==> src/rtl/lin_mode_pkg.sv <==
package lin_mode_pkg;
  typedef enum logic [2:0] {
    MODE_OFF   = 3'd0,
    MODE_SAFE  = 3'd1,
    MODE_RUN   = 3'd2,
    MODE_QUIET = 3'd3,
    MODE_DOZE  = 3'd4
  } lin_mode_e;
endpackage

==> src/rtl/lin_sync.sv <==
module lin_sync #(
  parameter int   STAGES  = 2,
  parameter logic RST_VAL = 1'b0
) (
  input  logic clk_i,
  input  logic rst_ni,
  input  logic d_i,
  output logic q_o
);
  logic [STAGES-1:0] sh_q;

  generate
    if (STAGES == 1) begin : g_one
      always_ff @(posedge clk_i or negedge rst_ni)
        if (!rst_ni) sh_q <= RST_VAL;
        else         sh_q <= d_i;
    end else begin : g_many
      always_ff @(posedge clk_i or negedge rst_ni)
        if (!rst_ni) sh_q <= {STAGES{RST_VAL}};
        else         sh_q <= {sh_q[STAGES-2:0], d_i};
    end
  endgenerate

  assign q_o = sh_q[STAGES-1];
endmodule

==> src/rtl/lin_reset_timer.sv <==
module lin_reset_timer #(
  parameter int RST_TICKS = 4000,
  parameter int UV_TICKS  = 8
) (
  input  logic clk_i,
  input  logic rst_ni,
  input  logic load_i,
  input  logic clear_i,
  input  logic in_safe_i,
  input  logic uv_watch_i,
  input  logic vcc_uv_i,
  output logic hold_done_o,
  output logic uv_trip_o
);
  localparam int HOLD_W = $clog2(RST_TICKS + 1);
  localparam int UV_W   = $clog2(UV_TICKS + 1);
  localparam logic [HOLD_W-1:0] HOLD_INIT = HOLD_W'(RST_TICKS);
  localparam logic [UV_W-1:0]   UV_LAST   = UV_W'(UV_TICKS - 1);

  logic [HOLD_W-1:0] hold_q;
  logic [UV_W-1:0]   uv_cnt_q;

  always_ff @(posedge clk_i or negedge rst_ni) begin
    if (!rst_ni)                        hold_q <= '0;
    else if (load_i)                    hold_q <= HOLD_INIT;
    else if (clear_i)                   hold_q <= '0;
    else if (in_safe_i && vcc_uv_i)     hold_q <= HOLD_INIT;
    else if (in_safe_i && hold_q != '0) hold_q <= hold_q - 1'b1;
  end

  always_ff @(posedge clk_i or negedge rst_ni) begin
    if (!rst_ni)                        uv_cnt_q <= '0;
    else if (uv_watch_i && vcc_uv_i) begin
      if (uv_cnt_q != UV_LAST)          uv_cnt_q <= uv_cnt_q + 1'b1;
    end else                            uv_cnt_q <= '0;
  end

  assign hold_done_o = (hold_q == '0);
  assign uv_trip_o   = uv_watch_i && vcc_uv_i && (uv_cnt_q == UV_LAST);

  AST_HOLD_BOUND: assert property (@(posedge clk_i) disable iff (!rst_ni)
    hold_q <= HOLD_INIT) else $error("hold overrun");
  AST_HOLD_RESTART: assert property (@(posedge clk_i) disable iff (!rst_ni)
    in_safe_i && vcc_uv_i && !clear_i |=> !hold_done_o) else $error("hold not restarted");
  AST_UV_IDLE: assert property (@(posedge clk_i) disable iff (!rst_ni)
    !uv_watch_i |=> uv_cnt_q == '0) else $error("uv count stale");
endmodule

==> src/rtl/lin_sel_window.sv <==
module lin_sel_window #(
  parameter int SEL_TICKS = 4
) (
  input  logic clk_i,
  input  logic rst_ni,
  input  logic in_run_i,
  input  logic en_s_i,
  input  logic en_q_i,
  input  logic txd_s_i,
  output logic busy_o,
  output logic pick_o,
  output logic pick_doze_o
);
  localparam int WIN_W = $clog2(SEL_TICKS + 1);
  localparam logic [WIN_W-1:0] WIN_INIT = WIN_W'(SEL_TICKS);

  logic [WIN_W-1:0] win_q;
  logic             en_fall;

  assign en_fall = en_q_i && !en_s_i;

  always_ff @(posedge clk_i or negedge rst_ni) begin
    if (!rst_ni)            win_q <= '0;
    else if (!in_run_i)     win_q <= '0;
    else if (win_q != '0)   win_q <= en_s_i ? '0 : win_q - 1'b1;
    else if (en_fall)       win_q <= WIN_INIT;
  end

  assign busy_o      = (win_q != '0);
  assign pick_o      = in_run_i && (win_q == WIN_W'(1)) && !en_s_i;
  assign pick_doze_o = !txd_s_i;

  AST_WIN_OUTSIDE_RUN: assert property (@(posedge clk_i) disable iff (!rst_ni)
    !in_run_i |=> !busy_o) else $error("window open outside run");
  AST_WIN_CANCEL: assert property (@(posedge clk_i) disable iff (!rst_ni)
    busy_o && en_s_i |=> !busy_o) else $error("window not cancelled");
endmodule

==> src/rtl/lin_mode_ctrl.sv <==
module lin_mode_ctrl
  import lin_mode_pkg::*;
#(
  parameter int RST_TICKS   = 4000,
  parameter int UV_TICKS    = 8,
  parameter int SEL_TICKS   = 4,
  parameter int SYNC_STAGES = 2
) (
  input  logic       clk_i,
  input  logic       rst_ni,
  input  logic       supply_ok_i,
  input  logic       vcc_uv_i,
  input  logic       en_i,
  input  logic       txd_i,
  input  logic       wake_req_i,
  output logic [2:0] mode_o,
  output logic       reg_en_o,
  output logic       tx_en_o,
  output logic       rx_en_o,
  output logic       nres_o,
  output logic       rxd_low_o
);
  lin_mode_e mode_q, mode_d;
  logic en_s, en_q, txd_s;
  logic hold_done, uv_trip, win_busy, pick, pick_doze;
  logic load_hold, clr_hold, wake_set, wake_clr, wake_q;
  logic live;

  lin_sync #(.STAGES(SYNC_STAGES), .RST_VAL(1'b0)) u_sync_en (
    .clk_i(clk_i), .rst_ni(rst_ni), .d_i(en_i), .q_o(en_s));
  lin_sync #(.STAGES(SYNC_STAGES), .RST_VAL(1'b1)) u_sync_txd (
    .clk_i(clk_i), .rst_ni(rst_ni), .d_i(txd_i), .q_o(txd_s));

  always_ff @(posedge clk_i or negedge rst_ni)
    if (!rst_ni) en_q <= 1'b0;
    else         en_q <= en_s;

  lin_reset_timer #(.RST_TICKS(RST_TICKS), .UV_TICKS(UV_TICKS)) u_timer (
    .clk_i(clk_i), .rst_ni(rst_ni),
    .load_i(load_hold), .clear_i(clr_hold),
    .in_safe_i(mode_q == MODE_SAFE),
    .uv_watch_i(mode_q == MODE_RUN || mode_q == MODE_QUIET),
    .vcc_uv_i(vcc_uv_i),
    .hold_done_o(hold_done), .uv_trip_o(uv_trip));

  lin_sel_window #(.SEL_TICKS(SEL_TICKS)) u_window (
    .clk_i(clk_i), .rst_ni(rst_ni),
    .in_run_i(mode_q == MODE_RUN),
    .en_s_i(en_s), .en_q_i(en_q), .txd_s_i(txd_s),
    .busy_o(win_busy), .pick_o(pick), .pick_doze_o(pick_doze));

  always_comb begin
    mode_d    = mode_q;
    load_hold = 1'b0;
    clr_hold  = 1'b0;
    wake_set  = 1'b0;
    wake_clr  = 1'b0;
    if (!supply_ok_i) begin
      mode_d   = MODE_OFF;
      wake_clr = 1'b1;
    end else begin
      unique case (mode_q)
        MODE_OFF: begin
          mode_d    = MODE_SAFE;
          load_hold = 1'b1;
        end
        MODE_SAFE: begin
          if (hold_done && !vcc_uv_i && en_s) begin
            mode_d   = MODE_RUN;
            wake_clr = 1'b1;
          end
        end
        MODE_RUN: begin
          if (uv_trip) begin
            mode_d    = MODE_SAFE;
            load_hold = 1'b1;
          end else if (pick) begin
            mode_d = pick_doze ? MODE_DOZE : MODE_QUIET;
          end
        end
        MODE_QUIET: begin
          if (uv_trip) begin
            mode_d    = MODE_SAFE;
            load_hold = 1'b1;
          end else if (wake_req_i) begin
            mode_d   = MODE_SAFE;
            clr_hold = 1'b1;
            wake_set = 1'b1;
          end else if (en_s) begin
            mode_d = MODE_RUN;
          end
        end
        MODE_DOZE: begin
          if (wake_req_i || en_s) begin
            mode_d    = MODE_SAFE;
            load_hold = 1'b1;
            wake_set  = wake_req_i;
          end
        end
        default: mode_d = MODE_OFF;
      endcase
    end
  end

  always_ff @(posedge clk_i or negedge rst_ni) begin
    if (!rst_ni) begin
      mode_q <= MODE_OFF;
      wake_q <= 1'b0;
    end else begin
      mode_q <= mode_d;
      if (wake_clr)      wake_q <= 1'b0;
      else if (wake_set) wake_q <= 1'b1;
    end
  end

  assign live      = (mode_q == MODE_SAFE) || (mode_q == MODE_RUN) || (mode_q == MODE_QUIET);
  assign mode_o    = mode_q;
  assign reg_en_o  = live;
  assign tx_en_o   = (mode_q == MODE_RUN) && !win_busy;
  assign rx_en_o   = (mode_q == MODE_RUN);
  assign nres_o    = live && hold_done;
  assign rxd_low_o = wake_q || (mode_q == MODE_DOZE);

  AST_MODE_LEGAL: assert property (@(posedge clk_i) disable iff (!rst_ni)
    mode_o <= 3'd4) else $error("illegal mode");
  AST_SUPPLY_DROP: assert property (@(posedge clk_i) disable iff (!rst_ni)
    !supply_ok_i |=> mode_o == 3'd0 && !reg_en_o && !nres_o && !rxd_low_o) else $error("supply drop");
  AST_POWER_UP: assert property (@(posedge clk_i) disable iff (!rst_ni)
    mode_o == 3'd0 && supply_ok_i |=> mode_o == 3'd1 && reg_en_o && !nres_o) else $error("power up");
  AST_TX_GATE: assert property (@(posedge clk_i) disable iff (!rst_ni)
    tx_en_o |-> rx_en_o && nres_o && reg_en_o) else $error("tx outside run");
  AST_DOZE_OUTS: assert property (@(posedge clk_i) disable iff (!rst_ni)
    mode_o == 3'd4 |-> !reg_en_o && !nres_o && rxd_low_o && !tx_en_o) else $error("sleep outputs");
  AST_HOLD_NO_RUN: assert property (@(posedge clk_i) disable iff (!rst_ni)
    mode_o == 3'd1 && !nres_o |=> mode_o != 3'd2) else $error("run during hold");
  AST_QUIET_WAKE: assert property (@(posedge clk_i) disable iff (!rst_ni)
    mode_o == 3'd3 && supply_ok_i && !uv_trip && wake_req_i |=> mode_o == 3'd1 && nres_o && rxd_low_o)
    else $error("silent wake");
endmodule

==> config.mk <==
export PLATFORM = sky130hd
export DESIGN_NAME = lin_mode_ctrl
export DESIGN_NICKNAME = d
export VERILOG_FILES = /design/src/rtl/lin_mode_pkg.sv /design/src/rtl/lin_sync.sv /design/src/rtl/lin_reset_timer.sv /design/src/rtl/lin_sel_window.sv /design/src/rtl/lin_mode_ctrl.sv
export SDC_FILE = /design/constraint.sdc
export NUM_CORES = 1
export LEC_CHECK = 0
export ABC_CLOCK_PERIOD_IN_PS = 2400
export CORE_ASPECT_RATIO = 0.6
export CORE_MARGIN = 1.5
export CORE_UTILIZATION = 36
export DETAILED_ROUTE_END_ITERATION = 8
export SYNTH_ARGS = -nofsm -noshare
export SYNTH_HDL_FRONTEND = slang
export SYNTH_SLANG_ARGS = --single-unit
==> constraint.sdc <==
create_clock -name clk_i -period 2.4 [get_ports clk_i]
set_input_delay 0.48 -clock clk_i [delete_from_list [all_inputs] [get_ports clk_i]]
set_output_delay 0.48 -clock clk_i [all_outputs]
set_load 0.03 [all_outputs]
# Word-level counts from Yosys, hierarchy flattened

Index checks and enable logic that the tools add are counted.

Flip-flop bits (word level): 28
Output and inout port bits: 8

Add/subtract/negate cells: 3
Equal/unequal tests: 13
Mux-type cells: 36
Reduce and logical (&&, ||, !) cells: 27

Operators with widths:

| kind                                               | count |
|---|---|
| 2-to-1 mux 12 bit                                  | 4 |
| 2-to-1 mux 3 bit                                   | 13 |
| case mux 3 bit (5 select lines)                    | 1 |
| 2-to-1 mux 1 bit                                   | 14 |
| zero test 12 bit                                   | 1 |
| nonzero test 12 bit                                | 1 |
| subtractor 12 x 1 -> 12 bit, second input constant | 1 |
| logical AND 1 bit                                  | 11 |
| != test 3 bit, second input constant               | 3 |
| 2-to-1 mux 4 bit                                   | 2 |
| == test 3 x 1 -> 1 bit, second input constant      | 2 |
| == test 3 x 2 -> 1 bit, second input constant      | 2 |
| logical OR 1 bit                                   | 5 |
| != test 5 x 3 -> 1 bit, second input constant      | 1 |
| adder 4 x 1 -> 4 bit, second input constant        | 1 |
| == test 4 x 3 -> 1 bit, second input constant      | 1 |
| != test 4 x 3 -> 1 bit, second input constant      | 1 |
| != test 4 bit, second input constant               | 1 |
| AND reduction 4 bit                                | 1 |
| nonzero test 4 bit                                 | 1 |
| == test 3 bit, second input constant               | 1 |
| zero test 1 bit                                    | 3 |
| zero test 3 bit                                    | 1 |
| case mux 1 bit (3 select lines)                    | 1 |
| other kinds (6)                                    | 6 |

# Longest topological paths before layout

Depth after elaboration: 9
Gate-level depth with buffers: 7
Depth with buffers taken out: 6

# Hierarchy

From an unflattened synthesis, not the netlist that was laid out.

Cells, all modules: 185
Area, all modules: 1775.5 µm²

By module, submodules not included:

| module                 | times used | cells an instance | area an instance (µm²) | seq. area each (µm²) |
|---|---|---|---|---|
| lin_reset_timer        | 1          | 107               | 1002.2                 | 400.4 |
| lin_mode_ctrl          | 1          | 52                | 456.7                  | 125.1 |
| lin_sel_window         | 1          | 22                | 214.0                  | 75.1 |
| lin_sync at u_sync_txd | 1          | 2                 | 52.6                   | 52.6 |
| lin_sync at u_sync_en  | 1          | 2                 | 50.0                   | 50.0 |

# Worst setup path before layout

Ideal clock, no wire load.

Path type: reg2out
Start: register u_timer.hold_q[4]
End: output nres_o
Arrival time: 2043 ps
Data required time: 1920 ps
Slack: -123 ps
Stages on the path, launching flop included: 4
Buffers on the path: 0
Path through: dfrtp_1 -> nor4_1 -> nand2_1 -> nor4_1

Word-level cells in the longest chain between the ends: 2

RTL lines:

| what                   | line                  | source |
|---|---|---|
| start, declared        | lin_reset_timer.sv:20 | `logic [HOLD_W-1:0] hold_q;` |
| start signal, assigned | lin_reset_timer.sv:28 | `else if (in_safe_i && hold_q != '0) hold_q <= hold_q - 1'b1;` |
| zero test 12 bit       | lin_reset_timer.sv:38 | `assign hold_done_o = (hold_q == '0);` |
| logical AND 1 bit      | lin_mode_ctrl.sv:121  | `assign nres_o = live && hold_done;` |
| end, declared          | lin_mode_ctrl.sv:20   | `output logic nres_o,` |

No other way between the ends.

# Final worst setup path

Start: register u_timer.hold_q[9]
End: output nres_o

The elaborated chain is that of the path after synthesis.

==> impl_metrics.toml <==
[final_layout]
stdcell_count = 281
drive_above_1_share = 0.202
final_net_count = 232
insertedDiodeCount = 0
post-route-util = 0.456
areaGrowthSynthToFinish_pct = 19.9
design_area_sq_um = 2130
nFillCells = 464

[sta]
tightestPinTransition_ns = 0.513
period_share = 0.955
fin_crit_ns = 2.29
slew_headroom = 0.655
finalHoldViolCount = 0
finalSetupViolCount = 0
setup-tns-final_ns = 0
rsz0062_at_grt = "no"
fin_worst_skew_ns = 0.00978
drv_slew = 0
setup_slack_ns = 0.108
fmax_mhz = 436

[setup_path]
r2r_slack_ns = 0.36
cp.depth = 3
path_buf_inv = 1
r2r-start = "mode_o[0]"
reg2reg_to = "mode_o[0]"
cp.required_ns = 1.92
cp_cell_sequence = "or4_4 -> nor4_2 -> buf_4"
cp.arrival_ns = 1.81
max_stage_delay_ns = 0.58
criticalPathCategory = "reg -> out"
worstPathMaxFanout = 7
slowest_stage = "or4_4"
critPathTopFamily = "simple AND/OR/NAND/NOR gates"
crit_path_start_kind = "register"
end_kind = "output port"
r2r_cells = 5

[logic_synthesis]
synth_largest_area_cell = "dfrtp_1"
synth.area.top_cells = "dfrtp_1, ha_1, a21oi_1"
ys_ff_latch = 28
synth_compound_area_frac = 0.213
synth-xor-area-share = 0.00494
synthAdderAreaFrac = 0.0423
avgSynthCellArea_sq_um = 9.19
syn_nets = 206
synth_mux_area_frac = 0.0113
synth_edf_count = 0
synthFlopType = "dfrtp_1"
ys_top_cells_by_count = "dfrtp_1, nand2_1, nor2_1, a21oi_1, inv_1"
yosysWarningCount = 0
yosysSeqAreaShare = 0.397
yosysTopAreaCellShare = 0.367
synthCells = 193
async_reset_ff_frac = 1.00
synth_top_family_by_area = "simple AND/OR/NAND/NOR gates"
synth-simple-area-share = 0.284
yosys.cell_count.top_type = "dfrtp_1"
yosysUniqueCellTypes = 56
syn-cell-area_sq_um = 1770

[clock_tree]
hold_buffers = 0
cts_tree = "yes"
path_clk_slew_ns = 0.10
cts_sinks = 28
clk_latency_ns = 0.28
cts_buffers = 3
root_buffer = "clkbuf_8"
ctsHtreeMaxLevel = 1
post_cts_buffers = 0
clock_path_buffers = 2

[run_status]
status = "finished, final reports clean"

[flow_run]
drv_cap = 0

[floorplan]
rows = 19
die_h_um = 57.4
start_util = 0.381
die_x_um = 93.6
ioPinCount = 15
core_sq_um = 4660
die_area_sq_um = 5370

[pwr]
clkPwrFrac = 0.132
power_density_nw_per_um2 = 958
switching_power_uw = 884
p_seq_frac = 0.336
internal_power_uw = 1150
swShare = 0.434
total_leakage_power_uw = 0.000900
pwr-share-comb = 0.533
ir_worst_vdd_uv = 559

[place]
place_area_sq_um = 2070
hpwl_um = 3110
pre_cts_slack_ns = 0.0991
io_buffers = 14
gp_congestion = 0.852
dp_cells = 277

[global_routing]
grt.overflow.total = 0
gr-usage-all-layers = 0.174
grt_pass1_vias = 1428
antenna_found_initial = 0
grt_pass1_wl_um = 7180
grt_max_degree = 29

[min_path]
holdCritPathClass = "reg -> reg"
hold_start = "u_sync_en.sh_q[0]"
worstHoldEndpoint = "u_sync_en.sh_q[1]"
hold_depth = 0

[routing]
drt-wirelength-per-cell_um = 15.2
finalWirelength_um = 4270
via_count = 1562
via_per_inst = 5.56
route.detailed.drc = 0
dr.pass1.iters = 4
drt-initial-drc-count = 96
ant_nets = 0
## registers in the layout, summed over array words and instances, names as in the netlist
register and count:
mode_o 3, u_timer.uv_cnt_q 4, u_timer.hold_q 12, u_sync_en.sh_q 2, u_window.win_q 3, en_q 1, wake_q 1, u_sync_txd.sh_q 2
## worst register-to-register path: stages (launching register included)
cell       delay [ns]
dfrtp_1          0.50
buf_4            0.21
or4b_2           0.64
o2111a_1         0.19
a2bb2oi_1        0.23
mux2i_1          0.21
## layout by cell type (no fill, tap or decap), types with 5 or more instances in the layout
| cell type | count |
|---|---|
| o21ai_0 | 10 |
| buf_4 | 19 |
| ha_1 | 6 |
| nor2b_1 | 5 |
| inv_1 | 11 |
| nand3_1 | 7 |
| dfrtp_1 | 26 |
| a21oi_1 | 13 |
| nand2_1 | 15 |
| nor2_1 | 13 |
| clkdlybuf4s50_1 | 10 |
## metrics by stage
step                total power (uW)  hold slack, ns
global route                    2190           0.367
global placement                1760           0.333
floorplan                       1390           0.184
finish                          2040           0.360
CTS                             2040           0.359
detailed placement              1750           0.337
## routing by layer
layer | vias to the layer above | routed length, um | GRT usage
li1 | 777 | - | -
met1 | 733 | 2490 | 0.301
met2 | 50 | 1500 | 0.206
met3 | 2 | 268 | 0.0427
met4 | 0 | 10 | 0.0277
met5 | - | 0 | 0
## area by class of cell
type                            count  area, sq um  share of cell area
Multi-Input combinational cell    145         1000               0.471
Timing Repair Buffer               30          255               0.120
Tap cell                           63         78.8              0.0371
Sequential cell                    28          703               0.331
Inverter                           11         41.3              0.0194
Clock buffer                        4         45.0              0.0212
## timing repair
action                     in CTS  in global routing
setup endpoints to repair       2                  2
hold endpoints to repair        0                  0
pin swaps                       0                  1
resized for setup               2                  2
## worst max-delay path by stage
stage | from | endpoint | slack, ns
global route | u_timer.hold_q[9] | nres_o | 0.04
floorplan | u_timer.hold_q[4] | nres_o | 0.20
detailed placement | vcc_uv_i | u_timer.hold_q[10] | 0.1
global placement | vcc_uv_i | u_timer.hold_q[4] | 0.17
CTS | u_timer.hold_q[9] | nres_o | 0.06
finish | u_timer.hold_q[9] | nres_o | 0.11
## cell families after synthesis
logic type / Yosys count
adder cells (fa/ha/maj): 6
AO/OA/AOI/OAI: 52
buffers and inverters: 20
multiplexers: 2
flip-flops: 28
XOR/XNOR: 1
AND/OR/NAND/NOR: 84
## power by group through the flow
stage / Clock [uW] / Sequential (uW) / Combinational [uW]
after detailed placement: 0 / 684 / 1070
final: 268 / 683 / 1080
after floorplan: 0 / 700 / 692
after global routing: 303 / 698 / 1190
after global placement: 0 / 683 / 1070
after CTS: 279 / 679 / 1080
Note: power is estimated with default switching activity, not from simulation.
